==> src/rtl/sdram_guard_pkg.sv <==
package sdram_guard_pkg;

   typedef enum logic [2:0] {
      CMD_NOP = 3'd0,
      CMD_ACT = 3'd1,
      CMD_RD  = 3'd2,
      CMD_WR  = 3'd3,
      CMD_PRE = 3'd4
   } sag_cmd_e;

   // Whole cycles covering a time limit, rounded up
   function automatic int unsigned ps_to_cycles(input int unsigned t_ps,
                                                input int unsigned clk_ps);
      return (t_ps + clk_ps - 1) / clk_ps;
   endfunction

endpackage

==> src/rtl/sag_bank_state.sv <==
module sag_bank_state #(
   parameter int unsigned ROW_W    = 14,
   parameter int unsigned TRCD_CYC = 3,
   parameter int unsigned TRC_CYC  = 9
) (
   input  logic             clk,
   input  logic             rst_n,
   input  logic             act_fire,
   input  logic             pre_fire,
   input  logic             rw_fire,
   input  logic [ROW_W-1:0] row_in,
   output logic             is_open,
   output logic [ROW_W-1:0] row_q,
   output logic             act_ok,
   output logic             rw_ok
);
   localparam int unsigned CW = $clog2(TRC_CYC + 1);

   logic [CW-1:0] rcd_cnt;
   logic [CW-1:0] rc_cnt;

   always_ff @(posedge clk) begin
      if (!rst_n) begin
         is_open <= 1'b0;
         row_q   <= '0;
         rcd_cnt <= '0;
         rc_cnt  <= '0;
      end else if (act_fire) begin
         is_open <= 1'b1;
         row_q   <= row_in;
         rcd_cnt <= CW'(TRCD_CYC - 1);
         rc_cnt  <= CW'(TRC_CYC - 1);
      end else begin
         if (pre_fire) begin
            is_open <= 1'b0;
            row_q   <= '0;
         end
         if (rcd_cnt != '0) rcd_cnt <= rcd_cnt - 1'b1;
         if (rc_cnt != '0)  rc_cnt  <= rc_cnt - 1'b1;
      end
   end

   assign act_ok = !is_open && (rc_cnt == '0);
   assign rw_ok  = is_open && (rcd_cnt == '0);

   // Independent age since last ACTIVE edge, saturating at TRC_CYC
   logic [CW-1:0] age_q;
   always_ff @(posedge clk) begin
      if (!rst_n)                    age_q <= CW'(TRC_CYC);
      else if (act_fire)             age_q <= CW'(1);
      else if (age_q < CW'(TRC_CYC)) age_q <= age_q + 1'b1;
   end

   AST_RW_NEEDS_OPEN: assert property (@(posedge clk) disable iff (!rst_n)
      rw_fire |-> is_open);
   AST_RCD_SPACING: assert property (@(posedge clk) disable iff (!rst_n)
      rw_fire |-> (age_q >= CW'(TRCD_CYC)));
   AST_RC_SPACING: assert property (@(posedge clk) disable iff (!rst_n)
      act_fire |-> (!is_open && age_q >= CW'(TRC_CYC)));
   AST_OPEN_AFTER_ACT: assert property (@(posedge clk) disable iff (!rst_n)
      act_fire |=> (is_open && row_q == $past(row_in)));
   AST_CLOSED_AFTER_PRE: assert property (@(posedge clk) disable iff (!rst_n)
      (pre_fire && !act_fire) |=> (!is_open && row_q == '0));

endmodule

==> src/rtl/sag_rrd_timer.sv <==
module sag_rrd_timer #(
   parameter int unsigned TRRD_CYC = 2
) (
   input  logic clk,
   input  logic rst_n,
   input  logic any_act,
   output logic ready
);
   localparam int unsigned CW = $clog2(TRRD_CYC + 1);

   logic [CW-1:0] cnt;

   always_ff @(posedge clk) begin
      if (!rst_n)          cnt <= '0;
      else if (any_act)    cnt <= CW'(TRRD_CYC - 1);
      else if (cnt != '0)  cnt <= cnt - 1'b1;
   end

   assign ready = (cnt == '0);

   logic [CW-1:0] age_q;
   always_ff @(posedge clk) begin
      if (!rst_n)                     age_q <= CW'(TRRD_CYC);
      else if (any_act)               age_q <= CW'(1);
      else if (age_q < CW'(TRRD_CYC)) age_q <= age_q + 1'b1;
   end

   AST_RRD_SPACING: assert property (@(posedge clk) disable iff (!rst_n)
      any_act |-> (age_q >= CW'(TRRD_CYC)));

endmodule

==> src/rtl/sdram_act_guard.sv <==
module sdram_act_guard
   import sdram_guard_pkg::*;
#(
   parameter int unsigned NUM_BANKS    = 4,
   parameter int unsigned ROW_W        = 14,
   parameter int unsigned CLK_PS       = 7500,
   parameter int unsigned T_RCD_PS     = 20000,
   parameter int unsigned T_RC_PS      = 65000,
   parameter int unsigned T_RRD_PS     = 15000,
   localparam int unsigned BANK_W      = $clog2(NUM_BANKS)
) (
   input  logic                       clk,
   input  logic                       rst_n,
   input  logic [2:0]                 cmd,
   input  logic [BANK_W-1:0]          bank,
   input  logic [ROW_W-1:0]           row,
   output logic                       grant,
   output logic [NUM_BANKS-1:0]       bank_open,
   output logic [NUM_BANKS*ROW_W-1:0] open_row
);
   // cycle limits derived at elaboration, rounded up
   localparam int unsigned TRCD_CYC = ps_to_cycles(T_RCD_PS, CLK_PS);
   localparam int unsigned TRC_CYC  = ps_to_cycles(T_RC_PS, CLK_PS);
   localparam int unsigned TRRD_CYC = ps_to_cycles(T_RRD_PS, CLK_PS);

   if (NUM_BANKS < 2 || (NUM_BANKS & (NUM_BANKS - 1)) != 0)
      $error("NUM_BANKS must be a power of two, at least 2");
   if (CLK_PS == 0 || ROW_W == 0)
      $error("CLK_PS and ROW_W must be nonzero");
   if (TRCD_CYC < 1 || TRRD_CYC < 1 || TRC_CYC < TRCD_CYC)
      $error("timing limits must give tRCD>=1, tRRD>=1, tRC>=tRCD");

   sag_cmd_e cmd_e;
   assign cmd_e = sag_cmd_e'(cmd);

   logic [NUM_BANKS-1:0] act_ok, rw_ok, act_fire, pre_fire, rw_fire;
   logic                 rrd_ready;

   always_comb begin
      unique case (cmd)
         CMD_NOP, CMD_PRE: grant = 1'b1;
         CMD_ACT:          grant = act_ok[bank] && rrd_ready;
         CMD_RD, CMD_WR:   grant = rw_ok[bank];
         default:          grant = 1'b0;
      endcase
   end

   for (genvar b = 0; b < NUM_BANKS; b++) begin : g_bank
      logic hit;
      assign hit         = grant && (bank == BANK_W'(b));
      assign act_fire[b] = hit && (cmd_e == CMD_ACT);
      assign pre_fire[b] = hit && (cmd_e == CMD_PRE);
      assign rw_fire[b]  = hit && (cmd_e == CMD_RD || cmd_e == CMD_WR);

      sag_bank_state #(
         .ROW_W    (ROW_W),
         .TRCD_CYC (TRCD_CYC),
         .TRC_CYC  (TRC_CYC)
      ) u_bank (
         .clk      (clk),
         .rst_n    (rst_n),
         .act_fire (act_fire[b]),
         .pre_fire (pre_fire[b]),
         .rw_fire  (rw_fire[b]),
         .row_in   (row),
         .is_open  (bank_open[b]),
         .row_q    (open_row[b*ROW_W +: ROW_W]),
         .act_ok   (act_ok[b]),
         .rw_ok    (rw_ok[b])
      );
   end

   // A one-cycle spacing needs no timer at all
   if (TRRD_CYC > 1) begin : g_rrd
      sag_rrd_timer #(.TRRD_CYC(TRRD_CYC)) u_rrd (
         .clk     (clk),
         .rst_n   (rst_n),
         .any_act (|act_fire),
         .ready   (rrd_ready)
      );
   end else begin : g_no_rrd
      assign rrd_ready = 1'b1;
   end

   AST_NOP_GRANTED: assert property (@(posedge clk) disable iff (!rst_n)
      (cmd == 3'd0) |-> grant);
   AST_NOP_NO_CHANGE: assert property (@(posedge clk) disable iff (!rst_n)
      (cmd == 3'd0) |=> ($stable(bank_open) && $stable(open_row)));
   AST_BAD_CODE_REFUSED: assert property (@(posedge clk) disable iff (!rst_n)
      (cmd > 3'd4) |-> !grant);
   AST_SINGLE_TARGET: assert property (@(posedge clk) disable iff (!rst_n)
      $onehot0(act_fire | pre_fire | rw_fire));

endmodule

==> config.mk <==
export PLATFORM = sky130hd
export DESIGN_NAME = sdram_act_guard
export DESIGN_NICKNAME = d
export VERILOG_FILES = /design/src/rtl/sdram_guard_pkg.sv /design/src/rtl/sag_bank_state.sv /design/src/rtl/sag_rrd_timer.sv /design/src/rtl/sdram_act_guard.sv
export SDC_FILE = /design/constraint.sdc
export NUM_CORES = 1
export LEC_CHECK = 0
export ABC_AREA = 1
export BUFFER_PORTS_ARGS = -buffer_cell sky130_fd_sc_hd__buf_2
export CORE_UTILIZATION = 35
export DETAILED_ROUTE_END_ITERATION = 16
export PLACE_DENSITY = 0.54
export SYNTH_ARGS = -nofsm -noshare
export SYNTH_HDL_FRONTEND = slang
export SYNTH_SLANG_ARGS = --single-unit
==> constraint.sdc <==
create_clock -name clk -period 2.1 [get_ports clk]
set_input_delay 0.63 -clock clk [delete_from_list [all_inputs] [get_ports clk]]
set_output_delay 0.63 -clock clk [all_outputs]
set_load 0.02 [all_outputs]
==> report_table.html <==
<table>
<tr><th>Metric</th><th>Value</th></tr>
<tr><th colspan="2">Routing</th></tr>
<tr><td>Detailed-route wire length per cell</td><td>14.7 um</td></tr>
<tr><td>Final ANT Viol Nets</td><td>0</td></tr>
<tr><td>Via count</td><td>3887</td></tr>
<tr><td>Final routed DRC violation total</td><td>0</td></tr>
<tr><td>Drt via density</td><td>5.03</td></tr>
<tr><td>Number of DRC violations after detailed-routing iteration 0</td><td>180</td></tr>
<tr><td>Wire length after detailed routing</td><td>11400 um</td></tr>
<tr><td>Number of detailed-routing iterations run before antenna repair</td><td>5</td></tr>
<tr><th colspan="2">Pwr</th></tr>
<tr><td>PD cells</td><td>933 nW/um2</td></tr>
<tr><td>Fraction of power consumed by combinational cells</td><td>33.8%</td></tr>
<tr><td>Lkg Pwr</td><td>2.17 nW</td></tr>
<tr><td>Relative contribution of sequential cells to total power</td><td>44.6%</td></tr>
<tr><td>Clock network fraction of design power</td><td>21.6%</td></tr>
<tr><td>Net switching fraction of the power</td><td>34.0%</td></tr>
<tr><td>Switching power</td><td>1.62 mW</td></tr>
<tr><td>Worst ir drop on vdd</td><td>439 uV</td></tr>
<tr><td>Internal power component</td><td>3.15 mW</td></tr>
<tr><th colspan="2">Synthesis</th></tr>
<tr><td>Share of synthesized area occupied by flip-flops and latches</td><td>47.8%</td></tr>
<tr><td>Fraction of registers with async set/reset</td><td>0%</td></tr>
<tr><td>Flip-flop and latch count after synthesis</td><td>94</td></tr>
<tr><td>Post-synthesis cell count</td><td>509</td></tr>
<tr><td>Leading register cell type out of synthesis</td><td>sky130_fd_sc_hd__dfxtp_1</td></tr>
<tr><td>Most frequently used cell type in the post-synthesis netlist</td><td>sky130_fd_sc_hd__nand3_1</td></tr>
<tr><td>Synthesized netlist net count</td><td>539</td></tr>
<tr><td>YS warnings</td><td>0</td></tr>
<tr><td>Most numerous cell types in the synthesized netlist</td><td>120 x sky130_fd_sc_hd__nand3_1, 94 x sky130_fd_sc_hd__dfxtp_1, 69 x sky130_fd_sc_hd__a21oi_1, 51 x sky130_fd_sc_hd__nand2_1, 50 x sky130_fd_sc_hd__nor2_1</td></tr>
<tr><td>Avg Cell Area, Syn</td><td>7.74 um2</td></tr>
<tr><td>EDFF count, synth</td><td>0</td></tr>
<tr><td>Combined area of all synthesized cells</td><td>3940 um2</td></tr>
<tr><td>Count of cell types in the netlist</td><td>23</td></tr>
<tr><td>Cells taking the most area after synthesis</td><td>sky130_fd_sc_hd__dfxtp_1 48%, sky130_fd_sc_hd__nand3_1 15%, sky130_fd_sc_hd__a21oi_1 8.8%, sky130_fd_sc_hd__nand2_1 4.9%, sky130_fd_sc_hd__nor2_1 4.8%</td></tr>
<tr><td>Largest area contributor in the netlist</td><td>sky130_fd_sc_hd__dfxtp_1</td></tr>
<tr><td>Share of the synthesized area in the top cell type</td><td>47.8%</td></tr>
<tr><th colspan="2">Placed design</th></tr>
<tr><td># placed instances</td><td>739</td></tr>
<tr><td>Placement-stage worst setup slack</td><td>-0.166 ns</td></tr>
<tr><td>Placed wire-length estimate</td><td>7970 um</td></tr>
<tr><td>Number of I/O port buffers</td><td>81</td></tr>
<tr><td>Post-detailed-placement cell area</td><td>4700 um2</td></tr>
<tr><td>Gpl congestion</td><td>0.763</td></tr>
<tr><th colspan="2">Timing</th></tr>
<tr><td>Final period demand of the worst path</td><td>2.19 ns</td></tr>
<tr><td>Setup repair after global routing missed its margin</td><td>true</td></tr>
<tr><td># setup viols final</td><td>1</td></tr>
<tr><td>Worst slew margin relative to its limit</td><td>77.0%</td></tr>
<tr><td>Crit path setup slack, layout</td><td>-0.0919 ns</td></tr>
<tr><td>Final Max Tran Viols</td><td>0</td></tr>
<tr><td>Count of final hold-check violations</td><td>0</td></tr>
<tr><td>Fin crit share</td><td>104%</td></tr>
<tr><td>Highest clock rate</td><td>0.456 GHz</td></tr>
<tr><td>Setup Skew</td><td>0.00927 ns</td></tr>
<tr><td>TNS Setup</td><td>-0.0919 ns</td></tr>
<tr><td>Worst-case hold slack</td><td>0.473 ns</td></tr>
<tr><td>Transition time of the tightest slew-check pin</td><td>0.344 ns</td></tr>
<tr><th colspan="2">Setup path</th></tr>
<tr><td>Required time of the critical path</td><td>1.47 ns</td></tr>
<tr><td>Crit Path Category</td><td>flip-flop to output port</td></tr>
<tr><td>Startpoint type of the worst setup path</td><td>flip-flop</td></tr>
<tr><td>Maximum fanout along the worst path</td><td>3</td></tr>
<tr><td>Worst endpoint data arrival time</td><td>1.56 ns</td></tr>
<tr><td>Element type at the critical path end</td><td>output port</td></tr>
<tr><th colspan="2">Flow run</th></tr>
<tr><td>Max-capacitance violation count</td><td>0</td></tr>
<tr><th colspan="2">Status</th></tr>
<tr><td>Outcome</td><td>finished, violations left</td></tr>
<tr><td>Violated checks</td><td>negative setup slack</td></tr>
<tr><th colspan="2">CTS</th></tr>
<tr><td>Clock latency on the worst-skew pair</td><td>0.37 ns</td></tr>
<tr><td>Cell chosen for the clock root</td><td>sky130_fd_sc_hd__clkbuf_8</td></tr>
<tr><td>Maximum clock path buffer count</td><td>2</td></tr>
<tr><td>Number of H-tree levels</td><td>3</td></tr>
<tr><td>Number of CTS-inserted buffers</td><td>9</td></tr>
<tr><td>Clock tree from TritonCTS</td><td>yes</td></tr>
<tr><td>Post-cts hold buffer count</td><td>0</td></tr>
<tr><td>Clock sink count</td><td>94</td></tr>
<tr><td>Register clock-pin slew on the reported worst setup and hold paths</td><td>0.09 ns</td></tr>
<tr><th colspan="2">GRT</th></tr>
<tr><td>Initial antenna violation count</td><td>0</td></tr>
<tr><td>Wire length of the first global-routing pass</td><td>18000 um</td></tr>
<tr><td>Total routing usage reported by global routing</td><td>20.1%</td></tr>
<tr><td>Pin count of the biggest net entering global routing</td><td>54</td></tr>
<tr><td>Sum of overflow across all layers after global routing</td><td>0</td></tr>
<tr><td>Vias in the first global route</td><td>3575</td></tr>
<tr><th colspan="2">Floorplan</th></tr>
<tr><td>Area inside the core boundary</td><td>10900 um2</td></tr>
<tr><td>Initial standard-cell utilization of the core</td><td>36.2%</td></tr>
<tr><td>Die Ht</td><td>108 um</td></tr>
<tr><td>Die area</td><td>11700 um2</td></tr>
<tr><td>Rows</td><td>38</td></tr>
<tr><td>Boundary pin count</td><td>82</td></tr>
<tr><td>Die W</td><td>108 um</td></tr>
<tr><th colspan="2">Layout</th></tr>
<tr><td>Ant diodes</td><td>0</td></tr>
<tr><td>Cell area after layout</td><td>5120 um2</td></tr>
<tr><td>Final #Nets</td><td>659</td></tr>
<tr><td>Post-Layout Cell Count</td><td>773</td></tr>
<tr><td>Relative area change from synthesis to final layout</td><td>30.0%</td></tr>
<tr><td>Fraction of final layout cells with drive strength greater than 1</td><td>31.6%</td></tr>
<tr><th colspan="2">Hold path</th></tr>
<tr><td>Worst min path class</td><td>flip-flop to flip-flop</td></tr>
</table>
[per-stage QoR]
stage / utilization [%] / power [mW]
global route: 47.0 / 5.12
finish: 47.0 / 4.78
detailed placement: 43.1 / 3.37
CTS: 46.1 / 4.67
floorplan: - / 3.02
global placement: 43.1 / 3.32
[logic make-up (layout without fill, tap and decap cells)]
group / count (synthesis) / count (layout) / synth area share [%]
xor+xnor: 5 / 5 / 1.11
flops: 94 / 94 / 47.8
buf+inv: 66 / 190 / 7.56
fa+ha+maj: 9 / 9 / 2.86
compound gates: 86 / 86 / 11.4
simple gates: 249 / 249 / 29.3
[per-layer routing]
layer	global-route usage [%]	share of wire, %	up-vias
met5	0	0	-
met4	4.60	1.1	0
met3	6.69	6.7	7
met2	32.7	46	103
met1	25.8	46	1811
li1	-	-	1966
[sequential cells by signal, summed over array words and instances, names as in the netlist]
register               count
g_rrd.u_rrd.cnt            2
g_bank.u_bank.row_q       56
g_bank.u_bank.rcd_cnt     16
g_bank.u_bank.is_open      4
g_bank.u_bank.rc_cnt      16
[power by group through the flow]
stage	logic, mW	registers [mW]	clock network [mW]
2_1_floorplan	0.899	2.12	0
3_3_place_gp	1.18	2.14	0
3_5_place_dp	1.22	2.14	0
4_1_cts	1.47	2.12	1.08
5_1_grt	1.81	2.15	1.16
6_report	1.61	2.13	1.03
[placed cells by master, fill, tap and decap left out, types with 8 or more instances in the layout]
cell                       synthesis  layout
sky130_fd_sc_hd__buf_2             4      80
sky130_fd_sc_hd__buf_4            12      53
sky130_fd_sc_hd__nor2_2            0      10
sky130_fd_sc_hd__dfxtp_2           0      10
sky130_fd_sc_hd__inv_1            36      28
sky130_fd_sc_hd__nor2_1           50      39
sky130_fd_sc_hd__nand2_1          51      48
sky130_fd_sc_hd__clkbuf_8          0       9
sky130_fd_sc_hd__nor3_1           16      16
sky130_fd_sc_hd__a21oi_1          69      68
sky130_fd_sc_hd__nand3_1         120     118
sky130_fd_sc_hd__dfxtp_1          94      83
sky130_fd_sc_hd__inv_2             0       8
[worst max-delay path: stages (launching register included)]
cell,delay (ns)
sky130_fd_sc_hd__dfxtp_4,0.36
sky130_fd_sc_hd__nor2_4,0.11
sky130_fd_sc_hd__nand3_1,0.09
sky130_fd_sc_hd__nand2_1,0.10
sky130_fd_sc_hd__nand2_1,0.06
sky130_fd_sc_hd__nor2_2,0.15
sky130_fd_sc_hd__nand2_2,0.08
sky130_fd_sc_hd__nand3_4,0.10
sky130_fd_sc_hd__buf_6,0.13
[cell type report]
class	instances	area [um2]
fill	1089	5770
sequential	94	1900
multi-input combinational	349	1860
timing repair buffer	138	890
tap	140	175
inverter	37	139
clock buffer	10	128
clock inverter	5	27.5
[final timing paths]
check,from,endpoint,slack [ns],cells past startpoint
max,g_bank[1].u_bank.rcd_cnt[1],grant,-0.09,8
min,g_bank[1].u_bank.rcd_cnt[3],g_bank[1].u_bank.rcd_cnt[3],0.47,2
max reg2reg,g_bank[1].u_bank.rcd_cnt[1],g_bank[3].u_bank.row_q[4],0.28,12
min reg2reg,g_bank[1].u_bank.rcd_cnt[3],g_bank[1].u_bank.rcd_cnt[3],0.47,2
[timing repair]
| item | CTS | global route |
|---|---|---|
| setup buffers | 10 | 9 |
| gates resized for setup | 35 | 13 |
| pin swaps | 11 | 9 |
| setup endpoints to repair | 1 | 1 |
(Power assumes the default switching activity.)
